File: src/rtl/ciack_pkg.sv
package ciack_pkg;
    localparam int ID_W    = 10;
    localparam int SRC_W   = 3;
    localparam int PRIO_W  = 8;
    localparam int DATA_W  = 32;
    localparam int ADDR_W  = 2;
    localparam int SWI_CNT = 16;
    localparam int VAL_W   = ID_W + SRC_W;
    localparam logic [ID_W-1:0] SPUR_ID  = {ID_W{1'b1}};
    localparam logic [ID_W-1:0] RSVD_LO  = SPUR_ID - 3;

    localparam logic [ADDR_W-1:0] A_CTRL = 2'd0;
    localparam logic [ADDR_W-1:0] A_MASK = 2'd1;
    localparam logic [ADDR_W-1:0] A_ACK  = 2'd2;
    localparam logic [ADDR_W-1:0] A_EOI  = 2'd3;

    typedef struct packed {
        logic              en;
        logic [PRIO_W-1:0] pmask;
        logic              act;
        logic [VAL_W-1:0]  act_val;
        logic [PRIO_W-1:0] act_prio;
        logic [DATA_W-1:0] rdata;
        logic              take;
        logic [ID_W-1:0]   take_id;
        logic              done;
        logic [ID_W-1:0]   done_id;
    } ciack_state_t;
endpackage

File: src/rtl/ciack_elig.sv
module ciack_elig
    import ciack_pkg::*;
(
    input  logic              en_i,
    input  logic [PRIO_W-1:0] pmask_i,
    input  logic              act_i,
    input  logic [PRIO_W-1:0] act_prio_i,
    input  logic              cand_vld_i,
    input  logic [ID_W-1:0]   cand_id_i,
    input  logic [PRIO_W-1:0] cand_prio_i,
    output logic              signal_o,
    output logic              grant_o
);
    logic base_ok;

    always_comb begin
        base_ok  = en_i && cand_vld_i && (cand_id_i < RSVD_LO) && (cand_prio_i < pmask_i);
        signal_o = base_ok && (!act_i || (cand_prio_i < act_prio_i));
        grant_o  = base_ok && !act_i;
    end
endmodule

File: src/rtl/ciack_encode.sv
module ciack_encode
    import ciack_pkg::*;
(
    input  logic             grant_i,
    input  logic [ID_W-1:0]  cand_id_i,
    input  logic [SRC_W-1:0] cand_src_i,
    output logic [VAL_W-1:0] val_o
);
    always_comb begin
        if (!grant_i) begin
            val_o = {{SRC_W{1'b0}}, SPUR_ID};
        end else if (cand_id_i < ID_W'(SWI_CNT)) begin
            val_o = {cand_src_i, cand_id_i};
        end else begin
            val_o = {{SRC_W{1'b0}}, cand_id_i};
        end
    end
endmodule

File: src/rtl/ciack_top.sv
module ciack_top
    import ciack_pkg::*;
(
    input  logic              clk,
    input  logic              rst_n,
    input  logic              cand_vld_i,
    input  logic [ID_W-1:0]   cand_id_i,
    input  logic [SRC_W-1:0]  cand_src_i,
    input  logic [PRIO_W-1:0] cand_prio_i,
    input  logic              bus_rd_i,
    input  logic              bus_wr_i,
    input  logic [ADDR_W-1:0] bus_addr_i,
    input  logic [DATA_W-1:0] bus_wdata_i,
    output logic [DATA_W-1:0] bus_rdata_o,
    output logic              irq_o,
    output logic              take_o,
    output logic [ID_W-1:0]   take_id_o,
    output logic              done_o,
    output logic [ID_W-1:0]   done_id_o
);
    ciack_state_t st_d, st_q;
    logic             signal_w, grant_w;
    logic [VAL_W-1:0] ack_val_w;

    ciack_elig u_elig (
        .en_i       (st_q.en),
        .pmask_i    (st_q.pmask),
        .act_i      (st_q.act),
        .act_prio_i (st_q.act_prio),
        .cand_vld_i (cand_vld_i),
        .cand_id_i  (cand_id_i),
        .cand_prio_i(cand_prio_i),
        .signal_o   (signal_w),
        .grant_o    (grant_w)
    );

    ciack_encode u_enc (
        .grant_i   (grant_w),
        .cand_id_i (cand_id_i),
        .cand_src_i(cand_src_i),
        .val_o     (ack_val_w)
    );

    always_comb begin
        st_d      = st_q;
        st_d.take = 1'b0;
        st_d.done = 1'b0;
        if (bus_wr_i) begin
            case (bus_addr_i)
                A_CTRL: st_d.en = bus_wdata_i[0];
                A_MASK: st_d.pmask = bus_wdata_i[PRIO_W-1:0];
                A_EOI: begin
                    if (st_q.act && (bus_wdata_i[VAL_W-1:0] == st_q.act_val)) begin
                        st_d.act     = 1'b0;
                        st_d.done    = 1'b1;
                        st_d.done_id = st_q.act_val[ID_W-1:0];
                    end
                end
                default: ;
            endcase
        end
        if (bus_rd_i) begin
            case (bus_addr_i)
                A_CTRL: st_d.rdata = {{(DATA_W-1){1'b0}}, st_q.en};
                A_MASK: st_d.rdata = {{(DATA_W-PRIO_W){1'b0}}, st_q.pmask};
                A_ACK: begin
                    st_d.rdata = {{(DATA_W-VAL_W){1'b0}}, ack_val_w};
                    if (grant_w) begin
                        st_d.act      = 1'b1;
                        st_d.act_val  = ack_val_w;
                        st_d.act_prio = cand_prio_i;
                        st_d.take     = 1'b1;
                        st_d.take_id  = cand_id_i;
                    end
                end
                default: st_d.rdata = '0;
            endcase
        end
    end

    always_ff @(posedge clk) begin
        if (!rst_n) begin
            st_q <= '0;
        end else begin
            st_q <= st_d;
        end
    end

    assign bus_rdata_o = st_q.rdata;
    assign irq_o       = signal_w;
    assign take_o      = st_q.take;
    assign take_id_o   = st_q.take_id;
    assign done_o      = st_q.done;
    assign done_id_o   = st_q.done_id;

    // a read with nothing to take gives the spurious number and no notice
    p_spurious_quiet_r5: assert property (@(posedge clk) disable iff (!rst_n)
        (bus_rd_i && bus_addr_i == A_ACK && !grant_w && !bus_wr_i)
        |=> (!take_o && bus_rdata_o[ID_W-1:0] == SPUR_ID));

    // a take notice follows an eligible acknowledge and leaves it in service
    p_take_follows_ack_r6: assert property (@(posedge clk) disable iff (!rst_n)
        (bus_rd_i && bus_addr_i == A_ACK && grant_w) |=> (take_o && st_q.act));

    // no second take while the first is still in service
    p_no_double_take_r7: assert property (@(posedge clk) disable iff (!rst_n)
        take_o |=> !take_o);

    // a completion notice requires an interrupt that was in service
    p_done_had_active_r8: assert property (@(posedge clk) disable iff (!rst_n)
        done_o |-> ($past(st_q.act) && !st_q.act));

    // request line silent while signalling is disabled
    p_irq_off_when_disabled_r2: assert property (@(posedge clk) disable iff (!rst_n)
        (!st_q.en) |-> !irq_o);
endmodule

File: config.mk
export PLATFORM = sky130hd
export DESIGN_NAME = ciack_top
export DESIGN_NICKNAME = d
export VERILOG_FILES = /design/src/rtl/ciack_pkg.sv /design/src/rtl/ciack_elig.sv /design/src/rtl/ciack_encode.sv /design/src/rtl/ciack_top.sv
export SDC_FILE = /design/constraint.sdc
export NUM_CORES = 1
export LEC_CHECK = 0
export BUFFER_PORTS_ARGS = -buffer_cell sky130_fd_sc_hd__clkbuf_2
export CELL_PAD_IN_SITES_DETAIL_PLACEMENT = 1
export CELL_PAD_IN_SITES_GLOBAL_PLACEMENT = 1
export CORE_MARGIN = 4
export CORE_UTILIZATION = 37
export DETAILED_ROUTE_END_ITERATION = 12
export MAX_ROUTING_LAYER = met4
export PLACE_DENSITY = 0.87
export SYNTH_ARGS = -nofsm -noshare
export SYNTH_HDL_FRONTEND = slang
export SYNTH_SLANG_ARGS = --single-unit
File: constraint.sdc
create_clock -name clk -period 2.7 [get_ports clk]
set_clock_uncertainty 0.05 [all_clocks]
set_input_delay 0.54 -clock clk [delete_from_list [all_inputs] [get_ports clk]]
set_output_delay 0.54 -clock clk [all_outputs]
set_load 0.02 [all_outputs]
After elaboration in Yosys (flattened, before gate mapping)
Cells that the tools add are included.
{"block": "word_totals", "elab_cells": 45, "register_bits": 85, "input_bits": 60}
{"block": "classes", "n_reduce_logical": 15, "n_mux": 12, "eq_ne": 4, "magnitude_cmp": 4}
{"operator": "65-bit two-way mux", "count": 1}
{"operator": "22-bit two-way mux", "count": 2}
{"operator": "13-bit one-hot mux with 3 select lines", "count": 1}
{"operator": "11-bit two-way mux", "count": 3}
{"operator": "13-bit two-way mux", "count": 2}
{"operator": "8-bit < comparator", "count": 2}
{"operator": "13-bit == test", "count": 1}
{"operator": "3-bit AND reduction", "count": 4}
{"operator": "10-bit < comparator (second input constant)", "count": 1}
{"operator": "10-bit by 5-bit < comparator with 1-bit output (second input constant)", "count": 1}
{"operator": "1-bit logical AND", "count": 6}
{"operator": "2-bit == test (second input constant)", "count": 2}
{"operator": "2-bit AND reduction", "count": 2}
{"operator": "1-bit two-way mux", "count": 3}
{"operator": "2-bit by 1-bit == test with 1-bit output (second input constant)", "count": 1}
{"operator": "2-bit zero test", "count": 1}
{"operator": "1-bit zero test", "count": 1}
{"operator": "1-bit logical OR", "count": 1}

Longest topological paths before layout
Gate-level depths: netlist of run 1.
{"block": "logic_depth", "word_depth": 8, "mapped_depth": 9}

Modules after synthesis
From an unflattened synthesis of run 1, not the netlist that was laid out.
{"block": "hier_totals", "cells_unflattened": 425, "hier_area_um2": 3621.0}
{"module": "ciack_top", "seq_area_each_um2": 1321.3, "area_per_inst_um2": 3123.0, "n_inst": 1, "cells_per_inst": 352}
{"module": "ciack_elig", "seq_area_each_um2": 0.0, "area_per_inst_um2": 394.1, "n_inst": 1, "cells_per_inst": 56}
{"module": "ciack_encode", "seq_area_each_um2": 0.0, "area_per_inst_um2": 103.8, "n_inst": 1, "cells_per_inst": 17}

Worst setup path before layout of run 1
Ideal clock, no wire load.
{"block": "synth_path", "kind": "input port to output port", "startpoint": "input cand_prio_i[2]", "endpoint": "output irq_o", "path_stages": 6, "t_arrival_ps": 2176, "n_path_buf": 1, "setup_slack_ps": -66, "required_ps": 2110, "cell_sequence": "ha_1 a21o_1 a31oi_1 o21a_1 clkbuf_1 nor3b_1"}
{"block": "synth_via", "elab_chain_len": 3}
{"item": "start: declaration", "line_no": "ciack_top.sv:9", "text": "input logic [PRIO_W-1:0] cand_prio_i,"}
{"item": "8-bit < comparator, on equally long branches", "line_no": "ciack_elig.sv:17, ciack_elig.sv:18"}
{"item": "1-bit logical AND or 1-bit logical OR (tied branches)", "line_no": "ciack_elig.sv:17, ciack_elig.sv:18"}
{"item": "1-bit logical AND (*)", "line_no": "ciack_elig.sv:18", "text": "signal_o = base_ok && (!act_i || (cand_prio_i < act_prio_i));"}
{"item": "end: declaration", "line_no": "ciack_top.sv:15", "text": "output logic irq_o,"}
Mark *: on every way between the ends. The rest lies on a longest branch, timed or not.

Worst setup path after layout of run 1
{"block": "layout_path", "startpoint": "register st_q[59] (netlist bit)", "endpoint": "output irq_o"}
{"block": "layout_via", "elab_chain_len": 3}
{"item": "start: declaration", "line_no": "ciack_top.sv:21", "text": "ciack_state_t st_d, st_q;"}
{"item": "start signal: assignment", "line_no": "ciack_top.sv:85", "text": "st_q <= st_d;"}
{"item": "8-bit < comparator", "line_no": "ciack_elig.sv:18"}
{"item": "1-bit logical OR", "line_no": "ciack_elig.sv:18"}
{"item": "1-bit logical AND", "line_no": "ciack_elig.sv:18"}
Every way passes these cells.

==> results.yml, run 1 <==
outcome:
  outcome: "completed"
synth:
  ys.flop_type: "dfxtp_1"
  synth_top_cell_by_area: "dfxtp_1"
  syn_inst: 413
  postSynthAreaPerCell_um2: 8.67
  syn_area_um2: 3580
  synth_edf_count: 0
  yosys-top-cells-count: "dfxtp_1, nand2_1, buf_4"
  synth.distinct_cells: 44
  ys_ff_latch: 66
  async_flop_share_pct: 0
  yosysMostFrequentCell: "dfxtp_1"
  yosys_warnings: 0
  synth_top_area_share_pct: 36.9
  seq_area_frac_synth_pct: 36.9
  synth_area_leaders: "dfxtp_1, buf_4, nand2_1, mux2i_1, ha_1"
placed_design:
  port_buffers: 76
  gp_congestion: 0.875
  hpwl_um: 7920
  dp_cells: 572
clock_tree:
  clock-sinks: 66
  cts_tree: "yes"
  clk_latency_ps: 360
  cts.htree.levels: 3
  cts_buffers: 9
  cts-root-buf: "clkbuf_8"
  post_cts_buffers: 0
  cts_buffer_depth: 2
  cts_hold_buffers: 0
  clkTransAtPathRegs_ps: 80
global_routing:
  grtUsageTotal_pct: 18.7
  grt_pass1_vias: 3191
  antenna_found_initial: 0
  grt_overflow: 0
  grt_max_degree: 33
  grt_pass1_wl_um: 16100
die:
  core-area_um2: 9330
  num_rows: 35
  io_pins: 115
  die_y_um: 106
  die_w_um: 106
  floorplan.initialDensity_pct: 38.4
  die-area_um2: 11300
sta:
  hold_violations: 0
  slew_headroom_pct: 58.2
  setup-violations-final: 0
  period_share_pct: 94.8
  min_period_ps: 2560
  fin_tns_setup_ps: 0
  finalMaxSlewViolations: 0
  max_clock_freq_mhz: 391
  hold_slack_ps: 399
  worst_slew_pin_slew_ps: 620
  rsz0062_at_grt: "no"
power:
  p_leak_uw: 0.00161
  cellPowerDensity_nw_per_um2: 527
  totalPowerFinal_uw: 2090
  ir_drop_mv: 0.194
critical_path:
  worst-path-buf-inv: 2
  critPathLaunchType: "flip-flop"
  ff2ff_path_depth: 8
  slowest_stage: "dfxtp_1"
  worstSetupPathType: "flip-flop to output pin"
  reg2reg_to: "st_q[56]"
  cp_max_fo: 3
  r2r_start: "st_q[82]"
  worstPathArrival_ps: 1970
  path_cells: "inv_1 -> ha_1 -> a21o_1 -> a211oi_1 -> a31oi_1 -> nor3b_2 -> buf_4"
  startpoint: "st_q[59]"
  required_ps: 2110
  cp-end-kind: "output pin"
  rrSetupSlack_ps: 540
  cp_slowest_stage_delay_ps: 330
  critPathTopFamily: "compound AO/OA/AOI/OAI gates"
routing:
  ant_nets: 0
  drt_wl_total_um: 10200
  vias: 2979
  via_per_inst: 5.07
  drc_errors: 0
  routedWlPerCell_um: 17.3
  firstDrtPassIters: 4
  drtIter0Drc: 128
job:
  cap_viol_max_count: 0
min_path:
  hold_start: "cand_src_i[1]"
  hp-class: "primary input to flip-flop"
  min_to: "bus_rdata_o[11]"
  min_path_cells: 3
cells_and_area:
  diodes: 0
  area_growth_pct: 10.8
  nNetsFinal: 528
  drive_gt1_share_pct: 25.9
  fin_cells: 588
  n_fill_cell: 1155
  regArea_um2: 1320
  final_util_pct: 42.5
  multi_input_area_um2: 1770
worst max-delay path by stage:
stage	cells past startpoint	slack, ps	end
floorplan	6	120	irq_o
global placement	7	160	irq_o
detailed placement	7	140	irq_o
CTS	7	80	irq_o
global route	7	9	irq_o
finish	7	140	irq_o
stage by stage:
step | setup slack (ps) | instance area, um2
5_1_grt | 8.80 | 3970
3_3_place_gp | 157 | 3760
2_1_floorplan | 117 | 3650
4_1_cts | 83.0 | 3970
6_report | 140 | 3970
3_5_place_dp | 137 | 3760
report_power, final:
part           leakage, uW  internal (uW)  switching, uW  total [uW]
combinational     0.000970           76.8            149         226
clock             0.000103            453            415         868
sequential        0.000534            986           9.24         995
layer usage:
metal  up-vias  GRT usage [%]  part of all wire, %
li1       1431              -                    -
met1      1431           22.2                   43
met2       100           30.4                   48
met3        17           4.80                  6.8
met4         0           7.59                  2.1
met5         -              -                    0
registers in the layout, indices dropped and copies added (netlist names):
name and count:
done_id_o 10, take_o 1, st_q 31, bus_rdata_o 13, done_o 1, take_id_o 10
final cells by class:
cell class | count | area share [%]
sequential | 66 | 33.3
clock buffer | 10 | 3.47
tap | 129 | 4.07
clock inverter | 6 | 1.64
multi-input combinational | 277 | 44.5
inverter | 16 | 1.51
timing repair buffer | 84 | 11.5
cells in the final DEF (no fill, tap or decap), types with 2 or more instances in the layout:
cell type,Yosys,final
a21boi_0,10,10
a21o_1,3,3
a21oi_1,6,6
a31oi_1,8,8
and2_1,8,8
and3_1,2,2
and4_1,2,2
buf_4,52,8
clkbuf_2,0,75
clkbuf_8,0,10
clkinv_2,0,2
conb_1,1,19
dfxtp_1,66,66
ha_1,14,14
inv_1,15,15
mux2i_1,21,21
nand2_1,63,63
nand2b_1,2,2
nand3_1,15,15
nand3b_1,3,3
nand4_1,19,19
nor2_1,14,14
nor2b_1,2,2
nor3_1,3,3
nor3b_2,1,2
nor3b_4,2,2
o21a_1,2,2
o21ai_0,8,8
o21ai_1,12,12
o21ai_2,10,10
o221ai_1,6,6
xnor2_1,13,13
cells by family after synthesis:
kind of cell    count (synthesis)  share of synthesized area [%]
compound gates                 68                           13.0
xor+xnor                       13                           3.18
fa+ha+maj                      14                           4.89
buf+inv                        88                           15.8
flops                          66                           36.9
mux                            22                           6.19
other cells                     1                          0.105
simple gates                  141                           20.0
tightest hold or removal path, stage by stage:
cell	delay [ps]
clkbuf_2	80
nand3_1	80
o21ai_1	60
timing repair:
action | CTS | global route
setup endpoints to repair | 0 | 1
gates resized for setup | 0 | 2
hold endpoints to repair | 0 | 0
(Power assumes the default switching activity.)
==> run 2: changes to the inputs <==
- PLACE_DENSITY: 0.87 -> 0.86
==> results.yml, run 2 (same netlist as run 1, synthesis figures left out) <==
outcome:
  outcome: "completed"
critical_path:
  rrSetupSlack_ps: 440
  slowest_stage: "dfxtp_1"
  worst-path-buf-inv: 2
  r2r_start: "st_q[82]"
  required_ps: 2110
  critPathLaunchType: "flip-flop"
  ff2ff_path_depth: 8
  path_cells: "inv_1 -> ha_1 -> a21o_1 -> a211oi_1 -> a31oi_1 -> nor3b_2 -> clkbuf_2"
  reg2reg_to: "st_q[57]"
  worstSetupPathType: "flip-flop to output pin"
  cp_slowest_stage_delay_ps: 340
  critPathTopFamily: "compound AO/OA/AOI/OAI gates"
  critical_path_depth: 7
  cp-end-kind: "output pin"
  startpoint: "st_q[59]"
  worstPathArrival_ps: 1940
  critPathCapture: "irq_o"
  cp_max_fo: 3
cells_and_area:
  top_register: "st_q"
  nNetsFinal: 529
  final_cell_mix: "clkbuf_2, dfxtp_1, nand2_1"
  area_growth_pct: 11.6
  drive_gt1_share_pct: 26.3
  diodes: 0
  largest_reg_flops: 31
  final_common_cell: "clkbuf_2"
power:
  ir_drop_mv: 0.266
  p_leak_uw: 0.00162
  cellPowerDensity_nw_per_um2: 543
placed_design:
  gp_congestion: 0.817
  hpwl_um: 7830
  port_buffers: 76
routing:
  routedWlPerCell_um: 17.1
  ant_nets: 0
  via_per_inst: 5.11
  drt_wl_total_um: 10100
  vias: 3007
  drc_errors: 0
  firstDrtPassIters: 4
  drtIter0Drc: 136
die:
  num_rows: 35
  core-area_um2: 9330
  io_pins: 115
  die_y_um: 106
  die_w_um: 106
  die-area_um2: 11300
  floorplan.initialDensity_pct: 38.4
job:
  cap_viol_max_count: 0
sta:
  setup-violations-final: 0
  fin_tns_setup_ps: 0
  min_period_ps: 2530
  finalMaxSlewViolations: 0
  max_clock_freq_mhz: 395
  hold_slack_ps: 416
  rsz0062_at_grt: "no"
  worst_slew_pin_slew_ps: 665
  period_share_pct: 93.7
  slew_headroom_pct: 55.2
  hold_violations: 0
clock_tree:
  cts_buffer_depth: 2
  clk_latency_ps: 350
  cts_buffers: 9
  cts-root-buf: "clkbuf_8"
  clkTransAtPathRegs_ps: 80
  clock-sinks: 66
  cts.htree.levels: 3
  cts_tree: "yes"
global_routing:
  grt_overflow: 0
  top_usage_layer: "met2"
  grt_pass1_wl_um: 15900
  use_met1_pct: 22.7
  grt_pass1_vias: 3068
  grtUsageTotal_pct: 18.6
  antenna_found_initial: 0
  grt_max_degree: 32
  use_met2_pct: 30.0
  grt_use_met3_pct: 3.95
min_path:
  hp-class: "flip-flop to flip-flop"
## run 2: worst min path at each step
stage / start / to / slack (ps) / cells past startpoint
floorplan: take_id_o[9] / take_id_o[9] / 380 / 2
global placement: st_q[56] / st_q[56] / 390 / 2
detailed placement: done_id_o[1] / done_id_o[1] / 400 / 2
CTS: bus_wdata_i[5] / st_q[81] / 400 / 3
global route: cand_prio_i[6] / st_q[60] / 420 / 3
finish: done_id_o[1] / done_id_o[1] / 420 / 2
## run 2: report_power, final
group / switching (uW) / total, uW / internal, uW / leakage, uW
Combinational: 147 / 224 / 77.1 / 0.000974
Clock: 421 / 948 / 528 / 0.000114
Sequential: 9.76 / 996 / 986 / 0.000534
## run 2: final cells by class
cell class	instances	area, um2
Clock inverter	7	100
Fill cell	1135	5330
Tap cell	129	161
Sequential cell	66	1320
Multi-Input combinational cell	277	1770
Clock buffer	9	124
Timing Repair Buffer	85	460
Inverter	16	60.1
## run 2: metrics by stage
step	cell area (um2)	std cells	util, %	worst slack (ps)	power [uW]
floorplan	3650	431	-	117	1180
global placement	3770	573	40.4	242	1230
detailed placement	3770	573	40.4	200	1240
CTS	3990	589	42.8	146	2190
global route	4000	589	42.8	0.309	2250
finish	4000	589	42.8	169	2170
## run 2: what timing repair did
item / CTS / global route
gates resized for setup: 0 / 1
hold buffers: 0 / 0
setup endpoints to repair: 0 / 1
setup buffers: 0 / 0
## run 2: tightest hold or removal path: stages (launching register included)
cell     delay (ps)
dfxtp_1         320
nand2_1          50
mux2i_1          50
## run 2: routing by layer
metal	routed length, um	part of all wire, %
met2	4890	48
met1	4330	43
met3	722	7.2
met5	0	0
met4	151	1.5
==> run 3: changes to the inputs <==
- GPL_TIMING_DRIVEN: unset -> 0
==> results.yml, run 3 (same netlist as run 1, synthesis figures left out) <==
routing:
  drc_errors: 0
  via_per_inst: 4.98
  ant_nets: 0
  drtIter0Drc: 118
  vias: 3249
  firstDrtPassIters: 4
  routedWlPerCell_um: 17.1
  drt_wl_total_um: 11200
global_routing:
  grtUsageTotal_pct: 20.8
  grt_overflow: 0
  top_usage_layer: "met2"
  grt_pass1_wl_um: 17800
  antenna_found_initial: 0
  use_met1_pct: 24.8
  grt_pass1_vias: 3516
  use_met2_pct: 34.5
  grt_use_met3_pct: 2.98
  grt_max_degree: 14
cells_and_area:
  area_growth_pct: 24.3
  drive_gt1_share_pct: 34.2
  largest_reg_flops: 31
  final_cell_mix: "clkbuf_2, nand2_1, dfxtp_1"
  final_util_pct: 47.7
  diodes: 0
  nNetsFinal: 593
  n_fill_cell: 1155
  final_common_cell: "clkbuf_2"
  top_register: "st_q"
clock_tree:
  cts_tree: "yes"
  clock-sinks: 66
  cts_buffers: 9
  cts_buffer_depth: 2
  clkTransAtPathRegs_ps: 80
  cts_hold_buffers: 0
  cts.htree.levels: 3
  cts-root-buf: "clkbuf_8"
  clk_latency_ps: 350
die:
  die-area_um2: 11300
  floorplan.initialDensity_pct: 38.4
  io_pins: 115
  core-area_um2: 9330
  num_rows: 35
  die_y_um: 106
  die_w_um: 106
sta:
  max_clock_freq_mhz: 387
  period_share_pct: 95.6
  worst_slew_pin_slew_ps: 690
  hold_slack_ps: 401
  rsz0062_at_grt: "no"
  hold_violations: 0
  fin_tns_setup_ps: 0
  min_period_ps: 2580
  setup-violations-final: 0
  finalMaxSlewViolations: 0
  slew_headroom_pct: 53.5
critical_path:
  cp_slowest_stage_delay_ps: 350
  required_ps: 2110
  slowest_stage: "dfxtp_2"
  path_cells: "inv_1 -> ha_1 -> and3_1 -> nand3_1 -> o21a_2 -> buf_8 -> nor3b_4 -> buf_6"
  cp_max_fo: 3
  worstPathArrival_ps: 1990
  cp-end-kind: "output pin"
  critPathLaunchType: "flip-flop"
  worstSetupPathType: "flip-flop to output pin"
placed_design:
  gp_congestion: 0.850
  hpwl_um: 8640
  port_buffers: 75
job:
  cap_viol_max_count: 0
power:
  cellPowerDensity_nw_per_um2: 479
  p_leak_uw: 0.00192
  ir_drop_mv: 0.196
  totalPowerFinal_uw: 2130
outcome:
  outcome: "completed"
min_path:
  hp-class: "primary input to flip-flop"
-- run 3: cell count changes in the layout (fill, tap and decap cells not counted), moves of 2 or more --
cell | before | now
buf_2 | 0 | 3
buf_4 | 8 | 54
buf_6 | 0 | 2
buf_8 | 0 | 2
clkbuf_1 | 0 | 13
clkbuf_2 | 76 | 74
dfxtp_1 | 65 | 62
dfxtp_2 | 1 | 4
-- run 3: per-stage QoR --
stage                     instance area [um2]  worst slack [ps]  std cells
final                                    4450               119        653
after global routing                     4450              32.7        653
after CTS                                4410              18.5        652
after detailed placement                 4190              -276        635
after global placement                   4190              -217        635
after floorplan                          3650               117        431
-- run 3: layout make-up --
| cell class | instances | area, um2 | share of cell area (%) |
|---|---|---|---|
| sequential | 66 | 1330 | 29.8 |
| clock buffer | 9 | 124 | 2.78 |
| tap | 129 | 161 | 3.63 |
| timing repair buffer | 77 | 397 | 8.92 |
| buffer | 72 | 515 | 11.6 |
| clock inverter | 7 | 75.1 | 1.69 |
| multi-input combinational | 277 | 1790 | 40.2 |
| inverter | 16 | 60.1 | 1.35 |
-- run 3: timing repair --
action / in CTS / in global routing
hold endpoints to repair: 0 / 0
pin swaps: 0 / 4
buffers inserted: 1 / 1
endpoints found under the setup margin: 1 / 1
gates resized for setup: 8 / 9
-- run 3: worst max-delay path, delay by kind of cell, from the launching register on --
kind                     cells  cell delay [ps]
flip-flops                   1              350
AND/OR/NAND/NOR              3              450
adder cells (fa/ha/maj)      1              280
buffers and inverters        3              320
AO/OA/AOI/OAI                1              240
-- run 3: power breakdown --
group	internal, uW	switching [uW]
logic	111	165
registers	986	9.64
clock network	433	424
-- run 3: routing by layer --
layer / wire, um / part of all wire, % / vias up
met4: 287 / 2.6 / 0
met3: 508 / 4.5 / 23
met2: 5430 / 49 / 93
met1: 4950 / 44 / 1564
li1: - / - / 1569
met5: 0 / 0 / -
-- run 3: path summary, 6_finish.rpt --
check	start	endpoint	slack, ps	cells past startpoint
max	st_q[82]	irq_o	120	8
min	cand_prio_i[1]	st_q[55]	400	3
max reg2reg	st_q[80]	bus_rdata_o[5]	470	8
min reg2reg	st_q[56]	st_q[56]	410	2
